`config.mk`:
```
export PLATFORM = sky130hd
export DESIGN_NAME = pgt_tx_adapter
export DESIGN_NICKNAME = d
export VERILOG_FILES = /design/src/rtl/pgt_pkg.sv /design/src/rtl/pgt_gap_timer.sv /design/src/rtl/pgt_frame_ctrl.sv /design/src/rtl/pgt_out_stage.sv /design/src/rtl/pgt_tx_adapter.sv
export SDC_FILE = /design/constraint.sdc
export NUM_CORES = 1
export LEC_CHECK = 0
export BUFFER_PORTS_ARGS = -buffer_cell sky130_fd_sc_hd__buf_2
export CORE_AREA = 2 2 41 43
export DETAILED_ROUTE_END_ITERATION = 8
export DIE_AREA = 0 0 43 45
export GPL_ROUTABILITY_DRIVEN = 0
export PLACE_DENSITY = 0.86
export RECOVER_POWER = 100
export SYNTH_ARGS = -nofsm -noshare
export SYNTH_HDL_FRONTEND = slang
export SYNTH_SLANG_ARGS = --single-unit
```
`constraint.sdc`:
```
create_clock -name clk -period 4.6 [get_ports clk]
set_clock_uncertainty 0.1 [all_clocks]
set_input_delay 0.92 -clock clk [delete_from_list [all_inputs] [get_ports clk]]
set_output_delay 0.92 -clock clk [all_outputs]
set_load 0.01 [all_outputs]
```
`src/rtl/pgt_pkg.sv`:
```
package pgt_pkg;
   localparam int unsigned OCTET_W = 8;

   typedef enum logic {
      ST_IDLE  = 1'b0,
      ST_FRAME = 1'b1
   } ctl_state_e;

   typedef struct packed {
      logic               en;
      logic               err;
      logic [OCTET_W-1:0] data;
   } beat_t;
endpackage

```
`src/rtl/pgt_gap_timer.sv`:
```
module pgt_gap_timer #(
   parameter int unsigned GAP_CYCLES = 12
) (
   input  logic clk,
   input  logic rst_n,
   input  logic start,
   output logic busy
);
   localparam int unsigned CW = $clog2(GAP_CYCLES + 1);

   logic [CW-1:0] cnt;

   initial begin
      assert (GAP_CYCLES >= 2) else $error("pgt_gap_timer: GAP_CYCLES must be at least 2");
   end

   always_ff @(posedge clk or negedge rst_n) begin
      if (!rst_n)
         cnt <= '0;
      else if (start)
         cnt <= CW'(GAP_CYCLES);
      else if (cnt != '0)
         cnt <= cnt - CW'(1);
   end

   assign busy = (cnt != '0);

   // a started gap blocks input on the very next cycle
   a_r6_gap_loads: assert property (@(posedge clk) disable iff (!rst_n)
      start |=> busy);
endmodule

```
`src/rtl/pgt_frame_ctrl.sv`:
```
module pgt_frame_ctrl
   import pgt_pkg::*;
#(
   parameter int unsigned         FILL_MODE = 0,
   parameter logic [OCTET_W-1:0]  FILL_BYTE = '0
) (
   input  logic               clk,
   input  logic               rst_n,
   input  logic [OCTET_W-1:0] in_data,
   input  logic               in_valid,
   input  logic               in_sop,
   input  logic               in_eop,
   input  logic               in_err,
   input  logic               gap_busy,
   output logic               in_ready,
   output logic               gap_start,
   output beat_t              nx_beat
);
   ctl_state_e         st, st_nx;
   logic               uflow, uflow_nx;
   logic               take;
   logic [OCTET_W-1:0] fill;

   initial begin
      assert (FILL_MODE <= 1) else $error("pgt_frame_ctrl: FILL_MODE must be 0 or 1");
   end

   generate
      if (FILL_MODE == 0) begin : g_fill_const
         assign fill = FILL_BYTE;
      end else begin : g_fill_repeat
         logic [OCTET_W-1:0] last_q;
         always_ff @(posedge clk or negedge rst_n) begin
            if (!rst_n)
               last_q <= FILL_BYTE;
            else if (nx_beat.en)
               last_q <= nx_beat.data;
         end
         assign fill = last_q;
      end
   endgenerate

   assign in_ready = !gap_busy;
   assign take     = in_valid && in_ready;

   always_comb begin
      st_nx     = st;
      uflow_nx  = uflow;
      gap_start = 1'b0;
      nx_beat   = '0;
      unique case (st)
         ST_IDLE: begin
            if (take && in_sop) begin
               nx_beat.en   = 1'b1;
               nx_beat.data = in_data;
               if (in_eop) begin
                  nx_beat.err = in_err;
                  gap_start   = 1'b1;
               end else begin
                  st_nx    = ST_FRAME;
                  uflow_nx = 1'b0;
               end
            end
         end
         ST_FRAME: begin
            nx_beat.en = 1'b1;
            if (take) begin
               nx_beat.data = in_data;
               if (in_sop) begin
                  nx_beat.err = 1'b1;
                  gap_start   = 1'b1;
                  st_nx       = ST_IDLE;
               end else if (in_eop) begin
                  nx_beat.err = in_err | uflow;
                  gap_start   = 1'b1;
                  st_nx       = ST_IDLE;
               end
            end else begin
               nx_beat.data = fill;
               uflow_nx     = 1'b1;
            end
         end
         default: st_nx = ST_IDLE;
      endcase
   end

   always_ff @(posedge clk or negedge rst_n) begin
      if (!rst_n) begin
         st    <= ST_IDLE;
         uflow <= 1'b0;
      end else begin
         st    <= st_nx;
         uflow <= uflow_nx;
      end
   end

   // a start flag inside an open frame closes it and opens the gap
   a_r8_sop_abort: assert property (@(posedge clk) disable iff (!rst_n)
      (st == ST_FRAME && take && in_sop) |=> gap_busy);

   // no frame is ever open while the gap timer runs
   a_r6_no_frame_in_gap: assert property (@(posedge clk) disable iff (!rst_n)
      gap_busy |-> st == ST_IDLE);
endmodule

```
`src/rtl/pgt_out_stage.sv`:
```
module pgt_out_stage
   import pgt_pkg::*;
(
   input  logic               clk,
   input  logic               rst_n,
   input  beat_t              nx_beat,
   output logic               tx_en,
   output logic               tx_er,
   output logic [OCTET_W-1:0] txd
);
   beat_t q;

   always_ff @(posedge clk or negedge rst_n) begin
      if (!rst_n)
         q <= '0;
      else
         q <= nx_beat;
   end

   assign tx_en = q.en;
   assign tx_er = q.err;
   assign txd   = q.data;

   // the error line is only raised inside a frame
   a_r5_err_in_frame: assert property (@(posedge clk) disable iff (!rst_n)
      tx_er |-> tx_en);

   // the error is carried on the final byte, so the frame ends after it
   a_r5_err_on_last: assert property (@(posedge clk) disable iff (!rst_n)
      tx_er |=> !tx_en);
endmodule

```
`src/rtl/pgt_tx_adapter.sv`:
```
module pgt_tx_adapter #(
   parameter int unsigned GAP_CYCLES = 12,
   parameter int unsigned FILL_MODE  = 0,
   parameter logic [7:0]  FILL_BYTE  = 8'h00
) (
   input  logic       clk,
   input  logic       rst_n,
   input  logic [7:0] in_data,
   input  logic       in_valid,
   output logic       in_ready,
   input  logic       in_sop,
   input  logic       in_eop,
   input  logic       in_err,
   output logic       gmii_tx_en,
   output logic [7:0] gmii_txd,
   output logic       gmii_tx_er
);
   import pgt_pkg::*;

   initial begin
      assert (OCTET_W == 8) else $error("pgt_tx_adapter: GMII data must be 8 bits");
   end

   beat_t nx_beat;
   logic  gap_start;
   logic  gap_busy;

   pgt_gap_timer #(.GAP_CYCLES(GAP_CYCLES)) u_gap (
      .clk   (clk),
      .rst_n (rst_n),
      .start (gap_start),
      .busy  (gap_busy)
   );

   pgt_frame_ctrl #(.FILL_MODE(FILL_MODE), .FILL_BYTE(FILL_BYTE)) u_ctrl (
      .clk       (clk),
      .rst_n     (rst_n),
      .in_data   (in_data),
      .in_valid  (in_valid),
      .in_sop    (in_sop),
      .in_eop    (in_eop),
      .in_err    (in_err),
      .gap_busy  (gap_busy),
      .in_ready  (in_ready),
      .gap_start (gap_start),
      .nx_beat   (nx_beat)
   );

   pgt_out_stage u_out (
      .clk     (clk),
      .rst_n   (rst_n),
      .nx_beat (nx_beat),
      .tx_en   (gmii_tx_en),
      .tx_er   (gmii_tx_er),
      .txd     (gmii_txd)
   );

   // a frame's first byte is on the bus one cycle after it is taken
   a_r2_first_byte: assert property (@(posedge clk) disable iff (!rst_n)
      (in_valid && in_ready && in_sop) |=> (gmii_tx_en && gmii_txd == $past(in_data)));

   // enable only rises on a byte taken with its start flag
   a_r3_start_on_sop: assert property (@(posedge clk) disable iff (!rst_n)
      $rose(gmii_tx_en) |-> $past(in_valid && in_ready && in_sop));

   // when a frame ends on the line, input is already held off
   a_r6_ready_low_after_frame: assert property (@(posedge clk) disable iff (!rst_n)
      $fell(gmii_tx_en) |-> !in_ready);
endmodule

```
Word level (Yosys, flattened, before mapping):

Index checks and enable logic that the tools add are counted.

* register bits after elaboration: 16
* input port bits: 14
* output and inout bits: 11
* word-level logic and storage cells: 41

* $add $sub $neg: 1
* eq/ne operators: 3
* muxes and demuxes: 23
* bitwise logic cells: 2
* reduce and logical (&&, ||, !) cells: 6

Operators by type and width (count)
* 10-bit one-hot mux with 2 select lines: 1
* 1-bit 2-to-1 mux: 15
* 10-bit 2-to-1 mux: 1
* 4-bit 2-to-1 mux: 2
* 8-bit 2-to-1 mux: 1
* 1-bit one-hot mux with 2 select lines: 3
* 2-bit inequality test (second input constant): 2
* 4-bit nonzero test: 1
* 4-bit by 1-bit subtractor with 4-bit output (second input constant): 1
* 3-bit AND reduction: 1
* 1-bit logical AND: 2
* 2-bit by 1-bit inequality test with 1-bit output (second input constant): 1
* 2-bit nonzero test: 1
* 1-bit zero test: 1
* 1-bit inverter: 1
* 1-bit bitwise OR: 1

Longest topological paths before layout:

Gate-level depths: netlist of run 1.

* depth in word-level cells: 7
* depth in mapped cells: 6
* gate-level depth less buffers: 5

Hierarchy:

From an unflattened synthesis of run 1, not the netlist that was laid out.

* cell total of the unflattened synthesis: 60
* area total of the unflattened synthesis: 709.4 sq um

Modules (own cells, without submodules)
* pgt_out_stage: times used 1, cells an instance 10, area an instance 250.2 sq um, sequential area each 250.2 sq um
* pgt_gap_timer: times used 1, cells an instance 22, area an instance 242.7 sq um, sequential area each 100.1 sq um
* pgt_frame_ctrl: times used 1, cells an instance 28, area an instance 216.5 sq um, sequential area each 50.0 sq um

Worst setup path after synthesis of run 1:

No wires, ideal clock.

* kind: flip-flop to output port
* from: reg u_gap.cnt[0]
* to: out in_ready
* arrival time: 1.112 ns
* required time: 3.580 ns
* setup slack: 2.468 ns
* stages on the path, launching flop included: 4
* path buffers: 0
* cell sequence: dfrtp_1 inv_1 ha_1 nor3b_1

* cells in the longest elaborated chain, start to end: 2

Ends and longest elaborated chain
* start: declaration: RTL line pgt_gap_timer.sv:11 `logic [CW-1:0] cnt;`
* start signal: assignment: RTL line pgt_gap_timer.sv:21 `cnt <= CW'(GAP_CYCLES);`
* start signal: assignment: RTL line pgt_gap_timer.sv:23 `cnt <= cnt - CW'(1);`
* 4-bit nonzero test: RTL line pgt_gap_timer.sv:26 `assign busy = (cnt != '0);`
* 1-bit zero test: RTL line pgt_frame_ctrl.sv:43 `assign in_ready = !gap_busy;`
* end: declaration: RTL line pgt_tx_adapter.sv:10 `output logic in_ready,`

Every way passes these cells.

Worst setup path in the final report of run 1:

Same ends and word-level chain as after synthesis.

==> impl_metrics.ini, run 1 <==
[timing]
post-route-period-util = 0.578
min_period_ps = 2660
fin_ws_ps = 1940
slew_violations = 0
fmax_mhz = 376
worst_pin_slew_ps = 1130
relSlewSlack = 0.234
setup_viol = 0
hold_violations = 0
rsz0062_at_grt = no
tns_ps = 0

[finish]
diodes = 0
syn_to_final_growth_pct = 20.4
stdcell_count = 104
register_area_sq_um = 400
multi_input_area_sq_um = 264
fillers = 144
final_layout_size_suffix_gt1_frac = 0.205
fin_nets = 105

[critical_path]
crit_family = simple AND/OR/NAND/NOR gates
cp.required_ps = 3580
r2r_cells = 5
worst-path-buf-inv = 2
arrival_ps = 1640
cp-startpoint = u_gap.cnt[0]$_DFFE_PN0P_
worstSetupStartpointType = flip-flop
r2r-start = u_gap.cnt[0]$_DFFE_PN0P_
path_max_fanout = 4
end_kind = output pin
critPathKind = flip-flop to output pin
critical-path-max-stage-delay_ps = 440
path_cells = inv_1 -> ha_1 -> nor3b_1 -> clkbuf_1
cp.depth = 4
crit_slowest_cell = nor3b_1

[min_path]
hold_path_class = flip-flop to flip-flop
holdPathStages = 2
hp-start = u_ctrl.uflow$_DFFE_PN0P_

[synthesis]
synth_warnings = 0
netlist_area_sq_um = 698
synth_seq_cells = 16
yosysTopAreaCell = dfrtp_1
yosysTopAreaCellShare = 0.573
synth.avg_cell_area_sq_um = 11.3
synth_fp_nets = 78
synth_cells = 62
synth-seq-area-share = 0.573
synth_area_leaders = dfrtp_1 (57%), and2_1 (8.1%), ha_1 (3.6%)
yosysUniqueCellTypes = 25

[routing]
firstDrtPassIters = 4
routedWlPerCell_microns = 11.6
via_per_inst = 4.97
drt_wl_total_microns = 1210
vias = 517
drt_iter0_drc = 5
postRouteAntennaNets = 0
drc = 0

[power]
leakagePower_uw = 0.000402
p_per_area_nw_per_um2 = 518
peakVddDrop_uv = 229

[floorplan]
fp.dieW_microns = 43
row_count = 14
fp.dieH_microns = 45
coreArea_sq_um = 1470
ios = 25
start_util = 0.474
die_area_sq_um = 1940

[clock_network]
clk_pin_slew_worst_paths_ps = 90
cts_buffer_depth = 2
cts_setup_buffers = 0
cts_made_buffers = 3
ctsHtreeMaxLevel = 1
clock_sinks = 16
cts-root-buf = clkbuf_4
holdBufCountCts = 0
clock_latency_ps = 280
cts_resized = 0
tritoncts = done

[global_routing]
track_usage = 0.150
grt_pass1_wl_microns = 2130
gr-total-overflow = 0
grt_max_degree = 17
antenna_found_initial = 0
grt_pass1_vias = 545
met2_usage = 0.252
grt-busiest-layer = met2
use_met1 = 0.172
use_met3 = 0.0480

[job]
drv_cap = 0

[placed_design]
io_buffers = 24
pre_cts_ws_ps = 2040
place_inst = 100
dp_hpwl_microns = 960

[run_status]
status = finished clean
==> stage by stage <==
| stage | total power, uW | util | cell area, sq um | hold WS (ps) |
|---|---|---|---|---|
| floorplan | 317 | - | 698 | 402 |
| finish | 435 | 0.571 | 841 | 436 |
| detailed placement | 355 | 0.557 | 820 | 421 |
| global placement | 346 | 0.557 | 820 | 417 |
| CTS | 447 | 0.582 | 856 | 435 |
| global route | 475 | 0.571 | 841 | 460 |
==> sequential cells by signal (all words and copies together), names as in the netlist <==
signal	cells
u_out.txd	8
u_ctrl.uflow	1
u_out.tx_er	1
u_gap.cnt	4
u_ctrl.st	1
u_out.tx_en	1
==> layout by cell type, fill, tap and decap left out, types with 2 or more instances in the layout <==
master	count
dfrtp_1	16
ha_1	2
inv_1	4
o21ai_0	3
clkbuf_1	12
nand3_1	3
clkbuf_4	3
nand2b_1	3
and2_1	4
and2_0	5
buf_2	12
nand2_1	6
==> worst min-delay path: stages, from the launching register on <==
cell and delay (ps):
dfrtp_1 390, inv_1 50, a21boi_0 60
==> power by group <==
group          leakage [uW]  switching (uW)  internal (uW)
sequential         0.000201            32.1            176
clock             0.0000210            40.9           48.1
combinational      0.000180            73.7           64.1
==> worst paths after layout <==
path	slack (ps)	to
worst max-delay path	1940	in_ready
worst min-delay path	440	u_ctrl.uflow$_DFFE_PN0P_
worst max register to register	2370	u_ctrl.st$_DFF_PN0_
worst min register to register	440	u_ctrl.uflow$_DFFE_PN0P_
max in group asynchronous	3300	u_out.txd[3]$_DFF_PN0_
min in group asynchronous	600	u_out.tx_en$_DFF_PN0_
==> cells by family (layout without fill, tap and decap cells) <==
| family | after synthesis | after routing | synth area share |
|---|---|---|---|
| AO/OA/AOI/OAI | 10 | 10 | 0.108 |
| adder cells (fa/ha/maj) | 3 | 3 | 0.0520 |
| buffers and inverters | 6 | 32 | 0.0484 |
| flip-flops | 16 | 16 | 0.573 |
| AND/OR/NAND/NOR | 27 | 27 | 0.219 |
==> per-layer routing <==
layer | part of all wire | up-vias
li1 | - | 257
met3 | 0.092 | 0
met2 | 0.49 | 20
met1 | 0.42 | 240
met5 | 0 | -
met4 | 0 | 0
==> cell type report <==
class | count | area share
multi-input combinational | 40 | 0.314
clock buffer | 4 | 0.0432
sequential | 16 | 0.476
inverter | 4 | 0.0179
timing repair buffer | 24 | 0.125
tap | 16 | 0.0238
==> synth_stat cells (all sizes together) <==
cell	number
nand2b	3
o21ai	3
a21boi	1
o22ai	1
dfrtp	16
a21oi	1
buf	2
nor3b	1
or3	1
o21a	2
and2	9
nor3	1
nand3	3
nor4bb	1
inv	4
nor2	1
maj3	1
o311ai	1
nand2	6
ha	2
nand3b	1
a221o	1
Note: power is estimated with default switching activity, not from simulation.
==> run 2: changes to the inputs <==
CORE_AREA = 2 2 44 46   (was 2 2 41 43)
DIE_AREA = 0 0 46 48   (was 0 0 43 45)
PLACE_DENSITY = 0.8   (was 0.86)
clock period = 2.34 ns   (was 4.6 ns; I/O delays follow)
==> run 2 against run 1 <==
Against the previous run:
- total power grew 97%
- global-route usage shrank 0.78 points
- sequential share of layout area down 0.49 points
- count of clock-buffer cells in the layout unchanged
- clock power is 100% higher
- setup slack worse by 1800 ps
- die area increased by 14%
- core utilization fell by 6.8 points
- worst hold slack lost 150 ps
==> impl_metrics.ini, run 2 (same netlist as run 1, synthesis figures left out) <==
[clock_network]
cts_setup_buffers = 0
cts_buffer_depth = 2
cts_resized = 0
clock_sinks = 16
clock_latency_ps = 280
holdBufCountCts = 1
cts-root-buf = clkbuf_4
cts_made_buffers = 3
ctsHtreeMaxLevel = 1
clk_pin_slew_worst_paths_ps = 90
tritoncts = done

[timing]
slew_violations = 0
hold_violations = 0
relSlewSlack = 0.450
rsz0062_at_grt = no
min_period_ps = 2190
fin_ws_ps = 153
worst_pin_slew_ps = 825
fmax_mhz = 457
tns_ps = 0
setup_viol = 0
post-route-period-util = 0.934

[critical_path]
end_kind = output pin
critPathKind = flip-flop to output pin
cp.required_ps = 1770
worstSetupStartpointType = flip-flop
path_max_fanout = 4
arrival_ps = 1620

[routing]
drc = 0
via_per_inst = 5.01
firstDrtPassIters = 4
drt_iter0_drc = 7
drt_wl_total_microns = 1210
routedWlPerCell_microns = 11.3
vias = 536
postRouteAntennaNets = 0

[floorplan]
ios = 25
start_util = 0.413
coreArea_sq_um = 1690
row_count = 15
die_area_sq_um = 2210
fp.dieW_microns = 46
fp.dieH_microns = 48

[finish]
stdcell_count = 107
fin_nets = 107
final_layout_size_suffix_gt1_frac = 0.200
utilization = 0.503
post-route-cell-area_sq_um = 850
final_common_cell = dfrtp_1
mostFrequentLayoutCells = dfrtp_1 (16), buf_2 (13), clkbuf_1 (12), nand2_1 (6), and2_0 (5)
largest_reg_flops = 8
diodes = 0
syn_to_final_growth_pct = 21.7

[power]
internal_power_uw = 568
power_frac_comb = 0.315
peakVddDrop_uv = 522
power_frac_clock = 0.208
power_switching_uw = 290
leakagePower_uw = 0.000409
pwr-share-seq = 0.477
p_sw_frac = 0.338
p_per_area_nw_per_um2 = 1010

[run_status]
status = finished clean

[global_routing]
grt_pass1_vias = 531
grt_max_degree = 17
track_usage = 0.142
grt_pass1_wl_microns = 2130
gr-total-overflow = 0
antenna_found_initial = 0

[min_path]
hold_path_class = primary input to flip-flop

[placed_design]
pre_cts_ws_ps = 477
io_buffers = 24
post_dp_cell_area_sq_um = 828
place_inst = 102
dp_hpwl_microns = 930

[job]
drv_cap = 0
run 2: cell types whose count changed in the layout (fill, tap and decap cells not counted), sizes merged:
cell / change
dlygate4sd3: +1
buf: +1
run 2: routing by layer:
layer  global-route usage  share of wire  vias up
li1                     -              -      262
met1                0.173           0.46      250
met2                0.236           0.47       20
met3               0.0340          0.050        4
met4               0.0686          0.019        0
met5                    0              0        -
run 2: path summary, 6_finish.rpt:
path / depth (start not counted) / to / start / slack, ps
min in group asynchronous: 2 / u_ctrl.uflow$_DFFE_PN0P_ / rst_n / 690
max in group asynchronous: 2 / u_out.txd[0]$_DFF_PN0_ / rst_n / 940
hold / removal: 2 / u_out.txd[3]$_DFF_PN0_ / in_data[3] / 280
hold reg to reg: 2 / u_ctrl.uflow$_DFFE_PN0P_ / u_ctrl.uflow$_DFFE_PN0P_ / 440
setup reg to reg: 6 / u_out.txd[1]$_DFF_PN0_ / u_gap.cnt[0]$_DFFE_PN0P_ / 520
setup / recovery: 4 / in_ready / u_gap.cnt[0]$_DFFE_PN0P_ / 150
run 2: power by group through the flow:
| stage | Combinational [uW] | Sequential, uW | Clock, uW |
|---|---|---|---|
| final | 270 | 410 | 178 |
| after global routing | 319 | 422 | 197 |
| after CTS | 292 | 408 | 184 |
| after detailed placement | 289 | 413 | 0 |
| after global placement | 276 | 406 | 0 |
| after floorplan | 223 | 401 | 0 |
run 2: stage by stage:
stage                     power (uW)  hold slack (ps)
after floorplan                  624             72.4
after global placement           683              294
after detailed placement         702              297
after CTS                        883              277
after global routing             938              281
final                            858              282
run 2: final cells by class:
class	instances	area, sq um
inverters	4	15.0
multi-input cells	40	256
repair buffers	26	120
clock buffers	4	36.3
flip-flops and latches	16	400
fillers	177	840
well taps	17	21.3
run 2: worst max-delay path, stage by stage, from the launching register on:
cell	delay, ps
dfrtp_1	400
inv_1	100
ha_1	200
nor3b_1	410
buf_2	220
==> run 3: changes to the inputs <==
CAP_MARGIN = 20   (was default)
CORE_AREA = 2 2 41 43   (was 2 2 44 46)
DIE_AREA = 0 0 43 45   (was 0 0 46 48)
PLACE_DENSITY = 0.86   (was 0.8)
clock period = 2.8 ns   (was 2.34 ns; I/O delays follow)
==> run 3 against run 2 <==
Against the previous run:
- sequential power shrank 17%
- first-iteration DRC count down 43%
- non-clock buffer count fell by 1
- count of clock-buffer cells in the layout unchanged
- flip-flop and latch count unchanged
- register-to-register slack gained 440 ps
- total power decreased by 17%
- core utilization is 6.6 points higher
- global-route usage increased by 1.5 points
- cell count fell by 1.9%
- critical path type unchanged
- highest routed layer is now met3
==> impl_metrics.ini, run 3 (same netlist as run 1, synthesis figures left out) <==
[clock_network]
cts_buffer_depth = 2
clock_latency_ps = 280
ctsHtreeMaxLevel = 1
cts_made_buffers = 3
clk_pin_slew_worst_paths_ps = 90
cts-root-buf = clkbuf_4
tritoncts = done
holdBufCountCts = 0
cts_setup_buffers = 0
clock_sinks = 16
cts_resized = 0

[placed_design]
post_dp_cell_area_sq_um = 827
io_buffers = 24
dp_hpwl_microns = 985
pre_cts_ws_ps = 879

[routing]
firstDrtPassIters = 4
drt_iter0_drc = 4
vias = 528
via_per_inst = 5.03
drt_wl_total_microns = 1250
drc = 0
postRouteAntennaNets = 0
routedWlPerCell_microns = 11.9

[run_status]
status = finished clean

[job]
drv_cap = 0

[min_path]
hold_path_class = primary input to asynchronous set/reset pin

[power]
peakVddDrop_uv = 347
p_per_area_nw_per_um2 = 856
leakagePower_uw = 0.000399

[critical_path]
r2r_setup_slack_ps = 960
cp.required_ps = 2140
end_kind = output pin
crit_slowest_cell = nor3b_1
worstSetupStartpointType = flip-flop
arrival_ps = 1580
r2r_cells = 6
path_cells = inv_1 -> ha_1 -> nor3b_1 -> clkbuf_1
worst-path-buf-inv = 2
path_max_fanout = 4
cp.depth = 4
critPathKind = flip-flop to output pin
crit_family = simple AND/OR/NAND/NOR gates
critical-path-max-stage-delay_ps = 410

[timing]
tns_ps = 0
slew_violations = 0
rsz0062_at_grt = no
post-route-period-util = 0.799
relSlewSlack = 0.464
setup_viol = 0
min_period_ps = 2240
hold_violations = 0
fmax_mhz = 447
fin_ws_ps = 562
worst_pin_slew_ps = 804

[finish]
largest_reg_flops = 8
syn_to_final_growth_pct = 19.9
post-route-cell-area_sq_um = 837
final_layout_size_suffix_gt1_frac = 0.191
fin_nets = 106
diodes = 0
mostFrequentLayoutCells = dfrtp_1 (16), clkbuf_1 (13), buf_2 (12), and2_0 (7), nand2_1 (6)
final_common_cell = dfrtp_1

[floorplan]
ios = 25
fp.dieH_microns = 45
coreArea_sq_um = 1470
row_count = 14
die_area_sq_um = 1940
start_util = 0.474
fp.dieW_microns = 43

[global_routing]
grt_pass1_vias = 567
grt_pass1_wl_microns = 2210
track_usage = 0.156
grt_max_degree = 17
antenna_found_initial = 0
gr-total-overflow = 0
## run 3: changes by cell type in the layout (fill, tap and decap cells not counted), sizes merged
cell,delta
dlygate4sd3,-1
clkbuf,+1
buf,-1
## run 3: path summary, 6_finish.rpt
check,start,endpoint
setup reg to reg,u_gap.cnt[0]$_DFFE_PN0P_,u_out.txd[5]$_DFF_PN0_
min in group clk,in_data[0],u_out.txd[0]$_DFF_PN0_
setup / recovery,u_gap.cnt[0]$_DFFE_PN0P_,in_ready
max in group asynchronous,rst_n,u_gap.cnt[0]$_DFFE_PN0P_
hold / removal,rst_n,u_gap.cnt[3]$_DFFE_PN0P_
hold reg to reg,u_ctrl.uflow$_DFFE_PN0P_,u_ctrl.uflow$_DFFE_PN0P_
## run 3: routing by layer
layer | global-route usage | routed length (microns) | vias up | part of all wire
met5 | 0 | 0 | - | 0
met1 | 0.154 | 486 | 241 | 0.39
met3 | 0.0520 | 117 | 0 | 0.093
li1 | - | - | 264 | -
met4 | 0.0909 | 0 | 0 | 0
met2 | 0.288 | 650 | 23 | 0.52
## run 3: worst register-to-register path, delay by kind of cell (launching register included)
family / cells / cell delay, ps
adders and majority gates: 1 / 200
and+or+nand+nor: 2 / 400
AOI/OAI and AO/OA: 1 / 280
DFF: 1 / 390
buffers and inverters: 2 / 400
## run 3: layout make-up
cell class | count | area [sq um]
clock buffers | 4 | 36.3
fillers | 149 | 634
inverters | 4 | 15.0
multi-input cells | 40 | 256
flip-flops and latches | 16 | 400
well taps | 16 | 20.0
repair buffers | 25 | 109
## run 3: power breakdown
part           switching [uW]  leakage, uW  internal (uW)
Combinational             125     0.000177            103
Sequential               52.2     0.000201            290
Clock                    67.2    0.0000210           79.0
Total                     244     0.000399            472
## run 3: per-stage QoR
| step | cells | hold WS, ps | total power (uW) | utilization |
|---|---|---|---|---|
| floorplan | 62 | 164 | 521 | - |
| global placement | 101 | 383 | 571 | 0.562 |
| detailed placement | 101 | 391 | 594 | 0.562 |
| CTS | 105 | 75.0 | 744 | 0.587 |
| global route | 105 | 300 | 779 | 0.569 |
| finish | 105 | 233 | 716 | 0.569 |
